**src/rtl/xfer_pkg.sv**
```systemverilog
package xfer_pkg;

  typedef enum logic [1:0] {
    ACC_BYTE = 2'b00,
    ACC_HALF = 2'b01,
    ACC_WORD = 2'b10
  } acc_width_e;

  // number of bytes moved by one register access
  function automatic logic [2:0] width_bytes(input logic [1:0] code);
    case (code)
      ACC_BYTE: width_bytes = 3'd1;
      ACC_HALF: width_bytes = 3'd2;
      default:  width_bytes = 3'd4;
    endcase
  endfunction

endpackage

```
**src/rtl/byte_ring.sv**
```systemverilog
module byte_ring #(
  parameter int DEPTH  = 32,
  parameter int PUSH_N = 4,
  parameter int POP_N  = 1,
  parameter int BW     = 8,
  localparam int AW = $clog2(DEPTH),
  localparam int CW = $clog2(DEPTH + 1),
  localparam int PW = $clog2(PUSH_N + 1),
  localparam int QW = $clog2(POP_N + 1)
) (
  input  logic                clk,
  input  logic                rst,
  input  logic                clear_i,
  input  logic [PW-1:0]       push_req_i,
  input  logic [PUSH_N*BW-1:0] push_data_i,
  input  logic [QW-1:0]       pop_req_i,
  output logic [PW-1:0]       push_acc_o,
  output logic [QW-1:0]       pop_acc_o,
  output logic [POP_N*BW-1:0] peek_o,
  output logic [CW-1:0]       count_o
);

  logic [BW-1:0] mem [DEPTH];
  logic [AW-1:0] wr_q, rd_q;
  logic [CW-1:0] count_q, free_w;

  // accepted amounts are clipped by space and by occupancy
  always_comb begin
    free_w = CW'(DEPTH) - count_q;
    if (clear_i) begin
      push_acc_o = '0;
      pop_acc_o  = '0;
    end else begin
      if (CW'(push_req_i) > free_w) push_acc_o = free_w[PW-1:0];
      else                          push_acc_o = push_req_i;
      if (CW'(pop_req_i) > count_q) pop_acc_o = count_q[QW-1:0];
      else                          pop_acc_o = pop_req_i;
    end
  end

  // storage without reset
  always_ff @(posedge clk) begin
    for (int k = 0; k < PUSH_N; k++) begin
      if (PW'(k) < push_acc_o) mem[wr_q + AW'(k)] <= push_data_i[k*BW +: BW];
    end
  end

  always_comb begin
    for (int k = 0; k < POP_N; k++) peek_o[k*BW +: BW] = mem[rd_q + AW'(k)];
  end

  always_ff @(posedge clk) begin
    if (rst || clear_i) begin
      wr_q    <= '0;
      rd_q    <= '0;
      count_q <= '0;
    end else begin
      wr_q    <= wr_q + AW'(push_acc_o);
      rd_q    <= rd_q + AW'(pop_acc_o);
      count_q <= count_q + CW'(push_acc_o) - CW'(pop_acc_o);
    end
  end

  assign count_o = count_q;

  // occupancy never exceeds the ring size
  p_count_bound_r1: assert property (@(posedge clk) disable iff (rst)
    count_q <= CW'(DEPTH));

endmodule

```
**src/rtl/xfer_ctl.sv**
```systemverilog
module xfer_ctl #(
  parameter int LEN_W = 12,
  parameter int CNT_W = 16,
  localparam int REM_W = LEN_W + CNT_W
) (
  input  logic             clk,
  input  logic             rst,
  input  logic             start_i,
  input  logic             dir_wr_i,
  input  logic [LEN_W-1:0] blk_len_i,
  input  logic [CNT_W-1:0] blk_cnt_i,
  input  logic             move_i,
  output logic             active_o,
  output logic             dir_o,
  output logic             data_done_o,
  output logic             prog_done_o
);

  logic [REM_W-1:0] rem_q, product_w, rem_dec_w;
  logic             active_q, dir_q, data_done_q, prog_done_q;

  assign product_w = REM_W'(blk_len_i) * REM_W'(blk_cnt_i);
  assign rem_dec_w = rem_q - REM_W'(move_i);

  always_ff @(posedge clk) begin
    if (rst) begin
      rem_q       <= '0;
      active_q    <= 1'b0;
      dir_q       <= 1'b0;
      data_done_q <= 1'b0;
      prog_done_q <= 1'b0;
    end else if (start_i) begin
      rem_q       <= product_w;
      active_q    <= (product_w != '0);
      dir_q       <= dir_wr_i;
      data_done_q <= (product_w == '0);
      prog_done_q <= (product_w == '0) && dir_wr_i;
    end else if (active_q) begin
      rem_q <= rem_dec_w;
      if (rem_dec_w == '0) begin
        active_q    <= 1'b0;
        data_done_q <= 1'b1;
        prog_done_q <= dir_q;
      end
    end
  end

  assign active_o    = active_q;
  assign dir_o       = dir_q;
  assign data_done_o = data_done_q;
  assign prog_done_o = prog_done_q;

  // a byte only moves while bytes remain
  p_no_underflow_r7: assert property (@(posedge clk) disable iff (rst)
    move_i |-> (active_q && rem_q != '0));

  // completion and activity are exclusive
  p_done_idle_r7: assert property (@(posedge clk) disable iff (rst)
    data_done_q |-> !active_q);

  // start loads the product
  p_start_load_r6: assert property (@(posedge clk) disable iff (rst)
    start_i |=> rem_q == $past(product_w));

endmodule

```
**src/rtl/xfer_byte_path.sv**
```systemverilog
module xfer_byte_path
  import xfer_pkg::*;
#(
  parameter int DEPTH = 32,
  parameter int LEN_W = 12,
  parameter int CNT_W = 16
) (
  input  logic             clk,
  input  logic             rst,
  input  logic             start_i,
  input  logic             dir_wr_i,
  input  logic [LEN_W-1:0] blk_len_i,
  input  logic [CNT_W-1:0] blk_cnt_i,
  input  logic [1:0]       acc_width_i,
  input  logic             tx_wr_i,
  input  logic [31:0]      tx_wdata_i,
  input  logic             flush_i,
  input  logic             rx_rd_i,
  output logic [31:0]      rx_rdata_o,
  output logic             tx_req_o,
  output logic             rx_req_o,
  output logic             data_done_o,
  output logic             prog_done_o,
  output logic             busy_o,
  output logic [7:0]       card_tx_data_o,
  output logic             card_tx_valid_o,
  input  logic             card_tx_ready_i,
  input  logic [7:0]       card_rx_data_i,
  input  logic             card_rx_valid_i,
  output logic             card_rx_ready_o
);

  localparam int BW    = 8;
  localparam int LANES = 4;
  localparam int LW    = $clog2(LANES + 1);
  localparam int CW    = $clog2(DEPTH + 1);

  logic [2:0]          nb_w;
  logic [LANES*BW-1:0] tx_push_bytes, rx_peek, rx_word;
  logic [LW-1:0]       tx_push_acc, rx_pop_acc;
  logic [0:0]          tx_pop_acc, rx_push_acc;
  logic [BW-1:0]       tx_peek;
  logic [CW-1:0]       tx_count, rx_count;
  logic                active, dir_wr, tx_move, rx_move;
  logic                tx_req_q, rx_req_q;
  logic [31:0]         rx_rdata_q;

  assign nb_w = width_bytes(acc_width_i);

  // most significant byte of the access goes first
  always_comb begin
    tx_push_bytes = '0;
    for (int k = 0; k < LANES; k++) begin
      if (k < int'(nb_w)) tx_push_bytes[k*BW +: BW] = tx_wdata_i[(int'(nb_w)-1-k)*BW +: BW];
    end
  end

  always_comb begin
    rx_word = '0;
    for (int k = 0; k < LANES; k++) begin
      if (k < int'(rx_pop_acc)) rx_word[(int'(nb_w)-1-k)*BW +: BW] = rx_peek[k*BW +: BW];
    end
  end

  assign card_tx_valid_o = active && dir_wr && (tx_count != '0);
  assign card_rx_ready_o = active && !dir_wr && (rx_count < CW'(DEPTH));
  assign tx_move = card_tx_valid_o && card_tx_ready_i;
  assign rx_move = card_rx_valid_i && card_rx_ready_o;

  byte_ring #(.DEPTH(DEPTH), .PUSH_N(LANES), .POP_N(1), .BW(BW)) i_tx_ring (
    .clk         (clk),
    .rst         (rst),
    .clear_i     (start_i || flush_i),
    .push_req_i  (tx_wr_i ? LW'(nb_w) : LW'(0)),
    .push_data_i (tx_push_bytes),
    .pop_req_i   (tx_move),
    .push_acc_o  (tx_push_acc),
    .pop_acc_o   (tx_pop_acc),
    .peek_o      (tx_peek),
    .count_o     (tx_count)
  );

  byte_ring #(.DEPTH(DEPTH), .PUSH_N(1), .POP_N(LANES), .BW(BW)) i_rx_ring (
    .clk         (clk),
    .rst         (rst),
    .clear_i     (start_i),
    .push_req_i  (rx_move),
    .push_data_i (card_rx_data_i),
    .pop_req_i   (rx_rd_i ? LW'(nb_w) : LW'(0)),
    .push_acc_o  (rx_push_acc),
    .pop_acc_o   (rx_pop_acc),
    .peek_o      (rx_peek),
    .count_o     (rx_count)
  );

  xfer_ctl #(.LEN_W(LEN_W), .CNT_W(CNT_W)) i_ctl (
    .clk         (clk),
    .rst         (rst),
    .start_i     (start_i),
    .dir_wr_i    (dir_wr_i),
    .blk_len_i   (blk_len_i),
    .blk_cnt_i   (blk_cnt_i),
    .move_i      (tx_move || rx_move),
    .active_o    (active),
    .dir_o       (dir_wr),
    .data_done_o (data_done_o),
    .prog_done_o (prog_done_o)
  );

  always_ff @(posedge clk) begin
    if (rst) begin
      tx_req_q   <= 1'b0;
      rx_req_q   <= 1'b0;
      rx_rdata_q <= '0;
    end else begin
      if (start_i)      tx_req_q <= dir_wr_i && (blk_len_i != '0) && (blk_cnt_i != '0);
      else if (tx_wr_i) tx_req_q <= 1'b0;
      else if (active && dir_wr && tx_count == '0) tx_req_q <= 1'b1;

      if (start_i)      rx_req_q <= 1'b0;
      else if (rx_move) rx_req_q <= 1'b1;
      else if (rx_rd_i) rx_req_q <= 1'b0;

      if (rx_rd_i) rx_rdata_q <= rx_word;
    end
  end

  assign tx_req_o       = tx_req_q;
  assign rx_req_o       = rx_req_q;
  assign rx_rdata_o     = rx_rdata_q;
  assign busy_o         = active;
  assign card_tx_data_o = tx_peek;

  // the card is offered a byte only when one is stored
  p_tx_valid_r9: assert property (@(posedge clk) disable iff (rst)
    card_tx_valid_o |-> (tx_count != '0 && busy_o));

  // a handshake removes exactly one byte
  p_tx_pop_r9: assert property (@(posedge clk) disable iff (rst)
    tx_move |-> tx_pop_acc == 1'b1);

  // the card is never accepted into a full ring
  p_rx_ready_r5: assert property (@(posedge clk) disable iff (rst)
    card_rx_ready_o |-> rx_count < CW'(DEPTH));

  // an accepted card byte is stored
  p_rx_push_r5: assert property (@(posedge clk) disable iff (rst)
    rx_move |-> rx_push_acc == 1'b1);

  // a write never stores more than the access width
  p_tx_width_r2: assert property (@(posedge clk) disable iff (rst)
    tx_wr_i |-> tx_push_acc <= LW'(nb_w));

endmodule

```
**config.mk**
```make
export PLATFORM = sky130hd
export DESIGN_NAME = xfer_byte_path
export DESIGN_NICKNAME = d
export VERILOG_FILES = /design/src/rtl/xfer_pkg.sv /design/src/rtl/byte_ring.sv /design/src/rtl/xfer_ctl.sv /design/src/rtl/xfer_byte_path.sv
export SDC_FILE = /design/constraint.sdc
export NUM_CORES = 2
export LEC_CHECK = 0
export BUFFER_PORTS_ARGS = -buffer_cell sky130_fd_sc_hd__buf_2
export CAP_MARGIN = 10
export CORE_MARGIN = 1.5
export CORE_UTILIZATION = 60
export CTS_BUF_LIST = sky130_fd_sc_hd__clkbuf_8
export DETAILED_ROUTE_END_ITERATION = 8
export PLACE_DENSITY = 0.77
export SYNTH_ARGS = -nofsm -noshare
export SYNTH_HDL_FRONTEND = slang
export SYNTH_HIERARCHICAL = 1
export SYNTH_SLANG_ARGS = --single-unit
export TNS_END_PERCENT = 30
```
**constraint.sdc**
```tcl
create_clock -name clk -period 21.1 [get_ports clk]
set_input_delay 5.275 -clock clk [delete_from_list [all_inputs] [get_ports clk]]
set_output_delay 5.275 -clock clk [all_outputs]
set_load 0.01 [all_outputs]
```
* After elaboration in Yosys (flattened, before gate mapping)
Memory sizes are Yosys's and may differ from the RTL's. A register that Yosys moved wholly into a read port is not among the register bits. Index checks and enable logic that the tools add are counted.
Storage, ports and cells: register bits after elaboration 98, memory bits (writable) 512, bits of input ports 79, output and inout port bits 47, logic and storage cells 153, memories 2
Operators by class: add/sub/neg operators 25, multiply operators 1, magnitude comparators 18, equality and inequality tests 1, shift operators 12, mux-type cells 50, bitwise logic cells 1, reductions and logical operators 29
Memories:
- i_rx_ring.mem | words 32, width 8, rd ports 4, clocked after Yosys merged registers in 1, wr ports 1, RTL line byte_ring.sv:23 | logic [BW-1:0] mem [DEPTH];
- i_tx_ring.mem | words 32, width 8, rd ports 1, clocked after Yosys merged registers in 1, wr ports 4, RTL line byte_ring.sv:23
Operators by type and width (count):
- $shift A8 B33 Y32 const A | 4
- $shiftx A8 B33 Y32 | 4
- $mux W32 | 4
- $bwmux W32 | 3
- $neg A32 Y33 | 2
- $shiftx A32 B32 Y8 | 2
- $logic_not A28 Y1 | 2
- $mux W28 | 2
- $neg A7 Y33 | 1
- $neg A8 Y33 | 1
- $and A32 B32 Y32 | 1
- $mux W8 | 4
- $shiftx A32 B7 Y8 | 1
- $shiftx A32 B8 Y8 | 1
- $mul A12 B16 Y28 | 1
- $mux W1 | 28
- $reduce_bool A28 Y1 | 1
- $sub A28 B1 Y28 | 1
- $add A5 B2 Y5 const B | 4
- $lt A1 B3 Y1 const A | 6
- $lt A2 B3 Y1 const A | 6
- $mux W3 | 6
- $reduce_bool A16 Y1 | 1
- $gt A1 B6 Y1 | 2
- 28 further kinds | 49

* Longest topological paths before layout
word-level depth 14, mapped depth 29, mapped depth without buffers 21

* Cells and area by module
The synthesis kept the hierarchy.
Modules (own cells, without submodules):
- byte_ring at i_tx_ring | instances 1, cells each 2248, area each 20782.4 µm², seq. area each 8007.7 µm²
- byte_ring at i_rx_ring | instances 1, cells each 976, area each 17321.6 µm², seq. area each 8007.7 µm²
- xfer_ctl | instances 1, cells each 1042, area each 8331.7 µm², seq. area each 640.6 µm²
- xfer_byte_path | instances 1, cells each 415, area each 3006.6 µm², seq. area each 680.7 µm²

* Worst setup path after synthesis
No wires, ideal clock.
kind input port to flip-flop, from in blk_cnt_i[7], to reg i_ctl.data_done_q (netlist: i_ctl/data_done_o), setup time 59 ps, arrival time 10585 ps, data required time 21041 ps, slack 10455 ps, stages 21, path buffers 2, cell sequence clkbuf_1 > nand2_1 > fa_1 > fa_1 > fa_1 > inv_1 > fa_1 > inv_1 > fa_1 > inv_1 > ha_1 > clkbuf_1 > a21oi_1 > o21ai_0 > a21oi_1 > nand2_1 > xor2_1 > or4_1 > nor4b_2 > a41o_1 > and3_1
On the way: longest elaborated chain between the ends 3
RTL lines:
- from (decl) | RTL line xfer_byte_path.sv:13 | input logic [CNT_W-1:0] blk_cnt_i,
- $mul A12 B16 Y28 | RTL line xfer_ctl.sv:22 | assign product_w = REM_W'(blk_len_i) * REM_W'(blk_cnt_i);
- $logic_not A28 Y1 | RTL line xfer_ctl.sv:36 | data_done_q <= (product_w == '0);
- $mux W1 | RTL line xfer_ctl.sv:32 | end else if (start_i) begin
- to (signal assigned) | RTL line xfer_ctl.sv:36
- to (decl) | RTL line xfer_ctl.sv:20 | logic active_q, dir_q, data_done_q, prog_done_q;
No other way between the ends. A chain may end at the register's enable or synchronous reset.

* Worst setup path in the final report
from in blk_len_i[3], to reg i_ctl.active_q (netlist: i_ctl/active_o)
On the way: longest elaborated chain between the ends 3
RTL lines:
- from (decl) | RTL line xfer_byte_path.sv:12 | input logic [LEN_W-1:0] blk_len_i,
- $mul A12 B16 Y28 | RTL line xfer_ctl.sv:22
- $reduce_bool A28 Y1 | RTL line xfer_ctl.sv:34 | active_q <= (product_w != '0);
- $mux W1 | RTL line xfer_ctl.sv:32
- to (signal assigned) | RTL line xfer_ctl.sv:34
- to (decl) | RTL line xfer_ctl.sv:20
No other way between the ends.

==> flow_metrics.tcl <==
set metrics [dict create \
    status "complete, but fails checks" \
    violations "DRC" \
    criticalPathCategory "in -> reg" \
    synth_edf_count 512 \
    rsz0062_at_grt "no" \
    place.gp.congestion 1.02 \
    first_pass_iters 9 \
    remaining_drc_errors 7 \
    max_freq_ghz 0.0962 \
    start_util_pct 60.4 \
    numPortBuffers 125 \
    setup_violations 0 \
    synth_seq_cells 610 \
    grt_pass1_vias 39800 \
    fp.coreArea_sq_um 81800 \
    fp.dieArea_sq_um 84100 \
    grt_pass1_wl_um 241000 \
    ys.flop_type "edfxtp_1" \
    path_max_fanout 17 \
    cts_resized 0 \
    grt_use_total_pct 37.5 \
    antenna_found_initial 8 \
    syn-num-nets 5020 \
    wl_per_cell_um 27.8 \
    synth_common_cells "nand2_1 (552), edfxtp_1 (512), nor2_1 (445)" \
    hp-class "reg -> reg" \
    worst_slew_pin_slew_ns 1.36 \
    power_mw 4.12 \
    cts_max_level 3 \
    async_flop_share_pct 0 \
    antenna_left 0 \
    num_rows 105 \
    slew_headroom_pct 9.21 \
    cap_violations 0 \
    vias 41600 \
    post-route-period-util_pct 49.3 \
    end_kind "flop" \
    path_clk_slew_ns 0.07 \
    clock_latency_ns 0.79 \
    vdd_ir_drop_max_mv 0.134 \
    clock_sink_count 610 \
    crit_arrival_ns 11.00 \
    io_pins 126 \
    routed_via_density 7.21 \
    grt.overflow.total 0 \
    post-cts-setup-buffer-count 0 \
    postCtsHoldBufs 0 \
    clockBufferDepth 3 \
    slew_violations 0 \
    fin_nets 4941 \
    syn-instance-count 4681 \
    cts_made_buffers 106 \
    syn_to_final_growth_pct 6.63 \
    grt_max_degree 71 \
    synth_top_cell_area_share_pct 31.1 \
    cp.required_ns 21.70 \
    drive_above_1_share_pct 19.0 \
    die_h_um 290 \
    syn-cell-area_sq_um 49400 \
    yosysMostFrequentCell "nand2_1" \
    syn_area_per_cell_sq_um 10.6 \
    start_kind "primary input" \
    fp.dieW_um 290 \
    setup-tns-final_ns 0 \
    routed_wl_um 160000 \
    drt_iter0_drc 5927 \
    finalHoldViolCount 0 \
    synthTopCellsByArea "edfxtp_1 (31%), mux4_2 (16%), fa_1 (5.8%), nand2_1 (4.2%), dfxtp_1 (4.0%)" \
    finClkSkew_ns 0.0601 \
    p_per_area_nw_per_um2 78.1 \
    yosysUniqueCellTypes 100 \
    fill_cells 6188 \
    yosysTopAreaCell "edfxtp_1" \
    cts_tree "yes" \
    ys_warn_count 7 \
    leakagePower_nw 18.7 \
    period_needed_ns 10.40 \
    clockRootBuffer "clkbuf_8" \
    yosysSeqAreaShare_pct 35.1 \
    hpwl_um 108000 \
]
## area by class of cell
class | instances | area, sq um | share of cell area, %
clock buffers | 111 | 1530 | 2.90
repair buffers | 214 | 1290 | 2.45
clock inverters | 90 | 597 | 1.13
well taps | 1070 | 1340 | 2.54
diodes | 2 | 5.00 | 0.00949
flip-flops and latches | 610 | 17300 | 32.9
multi-input cells | 3434 | 29700 | 56.4
inverters | 236 | 887 | 1.68
## path summary, 6_finish.rpt
path	from	end	slack [ns]	cells after the start
hold reg to reg	rx_rdata_o[27]	rx_rdata_o[27]	0.48	2
setup / recovery	blk_len_i[3]	i_ctl/active_o	10.70	20
hold / removal	rx_rdata_o[27]	rx_rdata_o[27]	0.48	2
setup reg to reg	i_tx_ring/count_o[0]	i_tx_ring/mem[29][7]	15.77	11
## layout by cell type (no fill, tap or decap), types with 35 or more instances in the layout
master	Yosys	final
o21ai_0	151	141
fa_1	144	144
a211oi_1	98	98
mux2_2	69	69
a21o_1	40	40
mux4_2	352	352
dfxtp_1	98	94
mux2i_1	180	179
clkbuf_8	0	111
and2_1	100	100
buf_4	29	88
a21oi_1	197	189
nand3_1	76	76
inv_1	234	272
buf_2	78	126
o22ai_1	88	88
nand2b_1	35	35
xnor2_1	39	37
nor2b_1	35	35
edfxtp_1	512	512
nand2_1	552	552
o31ai_1	177	177
nor2_1	445	437
a221oi_1	72	72
nor3_1	54	54
ha_1	116	115
xor2_1	37	37
## power by group
group / switching (mW) / internal, mW
registers: 0.0349 / 1.35
logic: 1.01 / 0.626
clock network: 0.539 / 0.560
## stage by stage
step,hold slack [ns],instances,utilization (%),cell area (sq um),worst slack (ns)
after detailed placement,0.461,5562,61.8,50600,10.02
final,0.475,5767,64.4,52700,10.70
after global placement,0.462,5562,61.8,50600,10.12
after global routing,0.494,5766,64.4,52700,10.37
after floorplan,0.494,4681,-,49400,10.46
after CTS,0.472,5763,64.4,52700,10.79
## routing by layer
layer  wire [um]  vias up  track usage [%]
li1            -    17500                -
met1       54000    19900             47.1
met2       71500     3270             57.2
met3       21800      858             10.7
met4       12800        8             24.2
met5          51        -                0
## cells by family after synthesis
family | after synthesis | synth area share (%)
flops | 610 | 35.1
compound gates | 993 | 13.6
buf+inv | 637 | 5.38
simple gates | 1489 | 14.1
xor+xnor | 78 | 1.41
mux | 614 | 21.7
fa+ha+maj | 260 | 8.77
## worst max-delay path, stage by stage
cell	delay [ns]
buf_2	0.33
nand2_1	0.16
fa_1	0.54
fa_1	0.52
inv_1	0.05
fa_1	0.50
fa_1	0.49
inv_1	0.05
fa_1	0.48
inv_1	0.04
ha_1	0.42
a21oi_1	0.25
o21ai_0	0.26
a311o_1	0.42
a31oi_1	0.25
xor2_1	0.26
nand2_1	0.10
nor4b_2	0.26
a41o_1	0.25
a21oi_1	0.08
## state kept, by name, indices dropped and copies added, names as in the netlist, 5 cells and up
name               count
i_rx_ring/mem        256
i_tx_ring/mem        256
rx_rdata_o            32
i_ctl/rem_q           28
i_rx_ring/count_o      6
i_tx_ring/count_o      6
i_rx_ring/rd_q         5
i_rx_ring/wr_q         5
i_tx_ring/rd_q         5
i_tx_ring/wr_q         5
Power figures use the tool's default switching activity.
